==> src/rtl/sdm_decim_pkg.sv <==
package sdm_decim_pkg;

    localparam int unsigned DEF_OUT_W     = 18;
    localparam int unsigned DEF_RATE_LOG2 = 6;
    localparam int unsigned DEF_STAGES    = 5;
    localparam int unsigned DEF_POLE_SH   = 10;
    localparam int unsigned NUM_CH        = 2;

    // CIC gain is 2^(stages*log2(rate)); one sign bit plus one bit so that
    // the exact positive full scale is representable without wrapping.
    function automatic int unsigned acc_width(input int unsigned stages,
                                              input int unsigned rate_log2);
        return stages * rate_log2 + 2;
    endfunction

    // right shift that maps the CIC full scale onto the output word
    function automatic int unsigned scale_shift(input int unsigned stages,
                                                input int unsigned rate_log2,
                                                input int unsigned out_w);
        return stages * rate_log2 - (out_w - 1);
    endfunction

endpackage

==> src/rtl/sdm_decim_integ.sv <==
module sdm_decim_integ #(
    parameter int unsigned ACC_W  = 32,
    parameter int unsigned STAGES = 5
) (
    input  logic             clk,
    input  logic             rst,
    input  logic             in_vld,
    input  logic             in_bit,
    output logic [ACC_W-1:0] acc_out
);

    typedef logic [ACC_W-1:0] acc_t;

    typedef struct packed {
        acc_t [STAGES-1:0] acc;
    } integ_t;

    integ_t st_d, st_q;

    // chained integrators; each stage adds the freshly updated stage below
    always_comb begin
        acc_t feed;
        st_d = st_q;
        feed = in_bit ? acc_t'(1) : '1;
        if (in_vld) begin
            for (int k = 0; k < STAGES; k++) begin
                st_d.acc[k] = st_q.acc[k] + feed;
                feed        = st_d.acc[k];
            end
        end
    end

    always_ff @(posedge clk) begin
        if (rst) begin
            st_q <= '0;
        end else begin
            st_q <= st_d;
        end
    end

    assign acc_out = st_q.acc[STAGES-1];

    // a strobed 1 raises the first stage by one, a strobed 0 lowers it
    assert_bit_plus_R2: assert property (@(posedge clk) disable iff (rst)
        (in_vld && in_bit) |=> (st_q.acc[0] == $past(st_q.acc[0]) + acc_t'(1)));
    assert_bit_minus_R2: assert property (@(posedge clk) disable iff (rst)
        (in_vld && !in_bit) |=> (st_q.acc[0] == $past(st_q.acc[0]) - acc_t'(1)));

    // idle cycles leave the cascade untouched
    assert_idle_hold_R4: assert property (@(posedge clk) disable iff (rst)
        !in_vld |=> $stable(acc_out));

endmodule

==> src/rtl/sdm_decim_comb.sv <==
module sdm_decim_comb #(
    parameter int unsigned ACC_W  = 32,
    parameter int unsigned STAGES = 5,
    parameter int unsigned OUT_W  = 18,
    parameter int unsigned SHIFT  = 13
) (
    input  logic                    clk,
    input  logic                    rst,
    input  logic                    dec_en,
    input  logic [ACC_W-1:0]        acc_in,
    output logic signed [OUT_W-1:0] sample
);

    typedef logic [ACC_W-1:0]      acc_t;
    typedef logic signed [ACC_W:0] wide_t;

    localparam wide_t RND  = wide_t'(1) <<< (SHIFT - 1);
    localparam wide_t MAXV = (wide_t'(1) <<< (OUT_W - 1)) - wide_t'(1);
    localparam wide_t MINV = -(wide_t'(1) <<< (OUT_W - 1));

    typedef struct packed {
        acc_t [STAGES-1:0] dly;
    } comb_t;

    comb_t st_d, st_q;
    wide_t rnd_w;
    wide_t scl_w;

    // comb cascade evaluated at the decimated instant, then round and clamp
    always_comb begin
        acc_t v;
        st_d = st_q;
        v    = acc_in;
        for (int k = 0; k < STAGES; k++) begin
            if (dec_en) begin
                st_d.dly[k] = v;
            end
            v = v - st_q.dly[k];
        end
        rnd_w = wide_t'({v[ACC_W-1], v}) + RND;
        scl_w = rnd_w >>> SHIFT;
        if (scl_w > MAXV) begin
            sample = MAXV[OUT_W-1:0];
        end else if (scl_w < MINV) begin
            sample = MINV[OUT_W-1:0];
        end else begin
            sample = scl_w[OUT_W-1:0];
        end
    end

    always_ff @(posedge clk) begin
        if (rst) begin
            st_q <= '0;
        end else begin
            st_q <= st_d;
        end
    end

    // comb delays move only at the decimated instant
    assert_comb_hold_R5: assert property (@(posedge clk) disable iff (rst)
        !dec_en |=> $stable(st_q));

    // first comb delay captures the integrator value seen at decimation
    assert_comb_load_R5: assert property (@(posedge clk) disable iff (rst)
        dec_en |=> (st_q.dly[0] == $past(acc_in)));

endmodule

==> src/rtl/sdm_decim_dcblk.sv <==
module sdm_decim_dcblk #(
    parameter int unsigned OUT_W   = 18,
    parameter int unsigned POLE_SH = 10
) (
    input  logic                    clk,
    input  logic                    rst,
    input  logic                    dec_en,
    input  logic signed [OUT_W-1:0] x_in,
    output logic signed [OUT_W-1:0] y_out
);

    localparam int unsigned Y_W = OUT_W + 2;

    typedef logic signed [Y_W-1:0] y_t;

    localparam y_t Y_MAX = (y_t'(1) <<< (OUT_W - 1)) - y_t'(1);
    localparam y_t Y_MIN = -(y_t'(1) <<< (OUT_W - 1));

    typedef struct packed {
        logic signed [OUT_W-1:0] x1;
        y_t                      y;
    } dcb_t;

    dcb_t st_d, st_q;
    y_t   nxt_y;

    // leaky differentiator; pole 1 - 2^-POLE_SH realised as shift-subtract
    always_comb begin
        st_d  = st_q;
        nxt_y = y_t'(x_in) - y_t'(st_q.x1) + st_q.y - (st_q.y >>> POLE_SH);
        if (dec_en) begin
            st_d.x1 = x_in;
            st_d.y  = nxt_y;
        end
    end

    always_comb begin
        if (st_q.y > Y_MAX) begin
            y_out = Y_MAX[OUT_W-1:0];
        end else if (st_q.y < Y_MIN) begin
            y_out = Y_MIN[OUT_W-1:0];
        end else begin
            y_out = st_q.y[OUT_W-1:0];
        end
    end

    always_ff @(posedge clk) begin
        if (rst) begin
            st_q <= '0;
        end else begin
            st_q <= st_d;
        end
    end

    // a settled zero state with an unchanged input stays at zero
    assert_dc_rest_R7: assert property (@(posedge clk) disable iff (rst)
        (dec_en && (x_in == st_q.x1) && (st_q.y == '0)) |=> (st_q.y == '0));

    // previous-input register follows the decimated input
    assert_dc_track_R7: assert property (@(posedge clk) disable iff (rst)
        dec_en |=> (st_q.x1 == $past(x_in)));

endmodule

==> src/rtl/sdm_decim.sv <==
module sdm_decim
    import sdm_decim_pkg::*;
#(
    parameter int unsigned OUT_W     = DEF_OUT_W,
    parameter int unsigned RATE_LOG2 = DEF_RATE_LOG2,
    parameter int unsigned STAGES    = DEF_STAGES,
    parameter int unsigned POLE_SH   = DEF_POLE_SH
) (
    input  logic                    clk,
    input  logic                    rst,
    input  logic                    in_vld,
    input  logic                    in_left,
    input  logic                    in_right,
    output logic                    out_vld,
    output logic signed [OUT_W-1:0] out_left,
    output logic signed [OUT_W-1:0] out_right
);

    localparam int unsigned ACC_W = acc_width(STAGES, RATE_LOG2);
    localparam int unsigned SHIFT = scale_shift(STAGES, RATE_LOG2, OUT_W);
    localparam logic [RATE_LOG2-1:0] LAST_PHASE = '1;

    typedef struct packed {
        logic [RATE_LOG2-1:0] phase;
        logic                 frame;
        logic                 vld;
    } ctl_t;

    ctl_t ctl_d, ctl_q;

    // frame position: count strobes, flag the one that completes a frame
    always_comb begin
        ctl_d       = ctl_q;
        ctl_d.frame = 1'b0;
        ctl_d.vld   = ctl_q.frame;
        if (in_vld) begin
            ctl_d.phase = ctl_q.phase + 1'b1;
            if (ctl_q.phase == LAST_PHASE) begin
                ctl_d.frame = 1'b1;
            end
        end
    end

    always_ff @(posedge clk) begin
        if (rst) begin
            ctl_q <= '0;
        end else begin
            ctl_q <= ctl_d;
        end
    end

    logic [NUM_CH-1:0]       ch_bit;
    logic signed [OUT_W-1:0] ch_out [NUM_CH];

    assign ch_bit = {in_right, in_left};

    for (genvar ch = 0; ch < NUM_CH; ch++) begin : g_ch
        logic [ACC_W-1:0]        integ_val;
        logic signed [OUT_W-1:0] dec_word;

        sdm_decim_integ #(
            .ACC_W  (ACC_W),
            .STAGES (STAGES)
        ) i_integ (
            .clk     (clk),
            .rst     (rst),
            .in_vld  (in_vld),
            .in_bit  (ch_bit[ch]),
            .acc_out (integ_val)
        );

        sdm_decim_comb #(
            .ACC_W  (ACC_W),
            .STAGES (STAGES),
            .OUT_W  (OUT_W),
            .SHIFT  (SHIFT)
        ) i_comb (
            .clk    (clk),
            .rst    (rst),
            .dec_en (ctl_q.frame),
            .acc_in (integ_val),
            .sample (dec_word)
        );

        sdm_decim_dcblk #(
            .OUT_W   (OUT_W),
            .POLE_SH (POLE_SH)
        ) i_dcblk (
            .clk    (clk),
            .rst    (rst),
            .dec_en (ctl_q.frame),
            .x_in   (dec_word),
            .y_out  (ch_out[ch])
        );
    end

    assign out_vld   = ctl_q.vld;
    assign out_left  = ch_out[0];
    assign out_right = ch_out[1];

    // reset edge leaves a quiet, zeroed output
    assert_reset_clear_R1: assert property (@(posedge clk)
        rst |=> (!out_vld && (out_left == '0) && (out_right == '0)));

    // a pulse never lasts longer than one cycle
    assert_vld_single_R3: assert property (@(posedge clk) disable iff (rst)
        out_vld |=> !out_vld);

    // a pulse always traces back to a strobe two cycles earlier
    assert_vld_after_strobe_R3: assert property (@(posedge clk) disable iff (rst)
        out_vld |-> $past(in_vld, 2));

    // frame position wraps after the last strobe of a frame
    assert_phase_wrap_R3: assert property (@(posedge clk) disable iff (rst)
        (in_vld && (ctl_q.phase == LAST_PHASE)) |=> (ctl_q.phase == '0));

    // output words move only together with the valid pulse
    assert_out_hold_R10: assert property (@(posedge clk) disable iff (rst)
        (!$past(rst) && (!$stable(out_left) || !$stable(out_right))) |-> out_vld);

endmodule

==> config.mk <==
export PLATFORM = sky130hd
export DESIGN_NAME = sdm_decim
export DESIGN_NICKNAME = d
export VERILOG_FILES = /design/src/rtl/sdm_decim_pkg.sv /design/src/rtl/sdm_decim_integ.sv /design/src/rtl/sdm_decim_comb.sv /design/src/rtl/sdm_decim_dcblk.sv /design/src/rtl/sdm_decim.sv
export SDC_FILE = /design/constraint.sdc
export NUM_CORES = 2
export LEC_CHECK = 0
export BUFFER_PORTS_ARGS = -buffer_cell sky130_fd_sc_hd__buf_2
export CAP_MARGIN = 10
export CELL_PAD_IN_SITES_DETAIL_PLACEMENT = 0
export CELL_PAD_IN_SITES_GLOBAL_PLACEMENT = 1
export CORE_MARGIN = 8
export CORE_UTILIZATION = 45
export CTS_BUF_LIST = sky130_fd_sc_hd__clkbuf_2
export DETAILED_ROUTE_END_ITERATION = 12
export PLACE_DENSITY_LB_ADDON = 0.2
export SLEW_MARGIN = 10
export SYNTH_ARGS = -nofsm -noshare
export SYNTH_HDL_FRONTEND = slang
export SYNTH_SLANG_ARGS = --single-unit
==> constraint.sdc <==
create_clock -name clk -period 12.92 [get_ports clk]
set_input_delay 0.646 -clock clk [delete_from_list [all_inputs] [get_ports clk]]
set_output_delay 0.646 -clock clk [all_outputs]
set_load 0.03 [all_outputs]
==> results.json <==
{
  "status": "finished, violations left",
  "violations": "setup timing",
  "dpl.cell_count": 9393,
  "synth.yosys.seq_area_share_pct": 24.7,
  "final-hold-violation-count": 0,
  "rsz_0062_raised_after_global_routing": "yes",
  "syn2layout_area_growth_pct": 18.3,
  "ioPinCount": 42,
  "yosys_register_bits": 724,
  "worstPathBufferInverterCount": 6,
  "endpoint_kind": "flop",
  "grt_pass1_wl_um": 226000,
  "hpwlAfterDp_um": 96200,
  "count_of_flip_flops_with_a_built_in_enable_after_synthesis": 0,
  "remaining_drc_errors": 0,
  "regToRegEndpoint": "g_ch[1].i_dcblk.st_q[18]$_SDFFE_PP0P_",
  "max_freq_mhz": 75.2,
  "fin_worst_hold_slack_ns": 0.352,
  "reg2reg_from": "g_ch[1].i_integ.acc_out[0]$_SDFFE_PP0P_",
  "gr-usage-all-layers_pct": 18.3,
  "grt_overflow_total": 0,
  "vias": 50600,
  "fin_crit_sh_pct": 103,
  "timing.reg2reg.worst_path_depth": 71,
  "synth.distinct_cells": 106,
  "cts.sink_count": 724,
  "globalplace.congestion": 0.842,
  "clock-skew-final_ns": 0.0679,
  "worst_slack_ns": -0.383,
  "critical_path.startpoint_type": "flop",
  "cts.clk_slew.worst_paths_ns": 0.08,
  "syn-instance-count": 7235,
  "fp.dieArea_mm2": 0.142,
  "final_nets": 8747,
  "floorplan.core_area_mm2": 0.129,
  "fp.dieH_um": 377,
  "cts.htree.levels": 4,
  "synth_warnings": 0,
  "setup.worst_path.start": "g_ch[1].i_integ.acc_out[0]$_SDFFE_PP0P_",
  "critPathArrivalTime_ns": 14.73,
  "syn_nets": 7991,
  "stdcell_area_mm2": 0.0693,
  "worst-path-max-fanout": 6,
  "worst_path_dominant_cell_family": "compound AO/OA/AOI/OAI gates",
  "grt_antenna_before_repair": 2,
  "dpl_cell_area_mm2": 0.0648,
  "cts_max_path_buffers": 3,
  "fillerInstances": 12300,
  "number_of_drc_markers_after_the_initial_detailed_route_iteration": 2083,
  "yosys_most_used_dff": "sky130_fd_sc_hd__dfxtp_1",
  "drv_slew": 0,
  "worst_path_most_repeated_cell": "sky130_fd_sc_hd__o21ai_2",
  "transition_time_at_the_pin_with_the_least_slew_margin_ns": 1.11,
  "worstSetupEndpoint": "g_ch[1].i_dcblk.st_q[18]$_SDFFE_PP0P_",
  "groute.layer.met2.usage_pct": 30.4,
  "cap_viol_max_count": 0,
  "layout.cells.most_common": "sky130_fd_sc_hd__nor2_1",
  "wirelength_um": 134000,
  "drtAntennaViolNets": 0,
  "tritoncts.num_buffers": 213,
  "setup_violations": 5,
  "drt-vias-per-instance": 5.12,
  "critical_path_cell_count": 71,
  "final.min_clock_period_ns": 13.30,
  "grt-busiest-layer": "met2",
  "met3_track_demand_over_resource_pct": 3.08,
  "worst_path_max_delay_cell": "sky130_fd_sc_hd__fa_1",
  "synth-async-reset-ratio_pct": 0,
  "syn_area_per_cell_um2": 8.10,
  "dr.pass1.iters": 5,
  "numPortBuffers": 41,
  "clock_tree_root_driver_cell": "sky130_fd_sc_hd__clkbuf_2",
  "route.detailed.wl_per_inst_um": 13.6,
  "floorplan.rows": 132,
  "holdCritPathClass": "input port to flop",
  "tritoncts": "yes",
  "die_w_um": 377,
  "grt_max_degree": 202,
  "timing.hold.worst_path_depth": 6,
  "worst_skew_pair.late_latency_ns": 1.59,
  "r2r_setup_slk_ns": -0.38,
  "slew_headroom_pct": 25.8,
  "effective_utilization_at_floorplan_pct": 45.3,
  "required_worst_endpoint_ns": 14.35,
  "instances_no_fill": 9898,
  "timing_worst_setup_path_type": "flop to flop",
  "mappedNetlistArea_mm2": 0.0586,
  "drive_gt1_share_pct": 17.4,
  "first_global_vias": 48500,
  "slowest_delay_ns": 0.58,
  "gr-usage-met1_pct": 23.9,
  "most_frequent_cells_in_the_layout": "sky130_fd_sc_hd__nor2_1 (1,109), sky130_fd_sc_hd__dfxtp_1 (720), sky130_fd_sc_hd__buf_4 (685)"
}
[per-stage QoR]
step           setup slack, ns  setup TNS [ns]  utilization, %
5_1_grt                  -1.25          -10.48            53.6
4_1_cts                 -0.577           -1.29            52.4
3_3_place_gp            -0.691           -3.38            50.1
3_5_place_dp             -1.04           -6.14            50.1
6_report                -0.383           -1.09            53.6
2_1_floorplan         -0.00850        -0.00850               -
[worst min-delay path, cell delays in order]
cell	delay, ns
sky130_fd_sc_hd__dlygate4sd3_1	0.52
sky130_fd_sc_hd__buf_2	0.21
sky130_fd_sc_hd__xor2_1	0.11
sky130_fd_sc_hd__xnor2_1	0.16
sky130_fd_sc_hd__o21ai_0	0.14
sky130_fd_sc_hd__and2_1	0.11
[state kept, by name, summed over array words and instances, names as in the netlist]
register	count
ctl_q	6
g_ch.i_dcblk.st_q	76
g_ch.i_integ.acc_out	64
out_vld	1
g_ch.i_integ.st_q	256
g_ch.i_comb.st_q	320
ctl_d	1
[synth_stat cells (all sizes together) (14+ instances only)]
cell type	n	area share, %
fa	94	3.2
clkbuf	160	1.0
nand3b	16	0.21
nand3	123	1.1
nand2b	54	0.58
inv	651	4.2
o31ai	31	0.41
buf	53	0.34
o21bai	87	1.1
or2	29	0.31
nand2	328	2.1
ha	657	14
a211oi	112	1.5
and2	33	0.35
a41oi	14	0.21
o311ai	14	0.21
nand4	35	0.37
nor2b	71	0.76
o41ai	14	0.25
a31oi	67	0.72
xnor2	408	6.1
or3	55	0.59
a21o	159	2.0
nor3	152	1.3
mux2i	543	9.3
o211ai	27	0.35
a21oi	505	4.3
o211a	15	0.26
xor2	157	2.3
a31o	15	0.22
dfxtp	724	25
a21boi	56	0.72
nor3b	16	0.21
o21a	79	1.0
a211o	27	0.40
nor2	1131	7.2
and3	63	0.67
o21ai	289	2.5
[routing by layer]
metal	vias to the layer above	part of all wire, %
met5	-	0
met4	0	2.5
met3	224	3.1
met2	578	45
met1	23000	49
li1	26900	-
[kinds of logic after synthesis]
family / after synthesis / share of synthesized area, %
AO/OA/AOI/OAI: 1613 / 17.8
XOR/XNOR: 570 / 8.69
adder cells (fa/ha/maj): 751 / 17.2
buffers and inverters: 866 / 5.55
flip-flops: 724 / 24.7
multiplexers: 544 / 9.30
AND/OR/NAND/NOR: 2167 / 16.6
[final cells by class]
type,instances,area [um^2],share of cell area [%]
antenna,10,25.0,0.0361
clock buffer,297,1490,2.14
clock inverter,73,437,0.630
inverter,653,2450,3.54
multi-input combinational,5645,42500,61.3
sequential,724,14500,20.9
tap,1742,2180,3.14
timing repair buffer,754,5760,8.31
[worst min-delay path by stage]
stage / start / to
3_5_place_dp: ctl_q[7]$_SDFFE_PP0P_ / ctl_d[0]$_SDFF_PP0_
3_3_place_gp: ctl_q[7]$_SDFFE_PP0P_ / ctl_d[0]$_SDFF_PP0_
4_1_cts: in_right / g_ch[1].i_integ.st_q[31]$_SDFFE_PP0P_
6_report: in_right / g_ch[1].i_integ.st_q[31]$_SDFFE_PP0P_
2_1_floorplan: ctl_q[7]$_SDFFE_PP0P_ / ctl_d[0]$_SDFF_PP0_
5_1_grt: in_right / g_ch[1].i_integ.st_q[31]$_SDFFE_PP0P_
[what timing repair did]
item	CTS	global route
pin swaps	54	129
hold endpoints to repair	490	0
resized for setup	103	234
endpoints found under the setup margin	13	28
buffers inserted	71	52
hold buffers	12	0
Power is not shown: default switching activity piles up to over one toggle a cycle in this logic, so the estimate is an artifact.
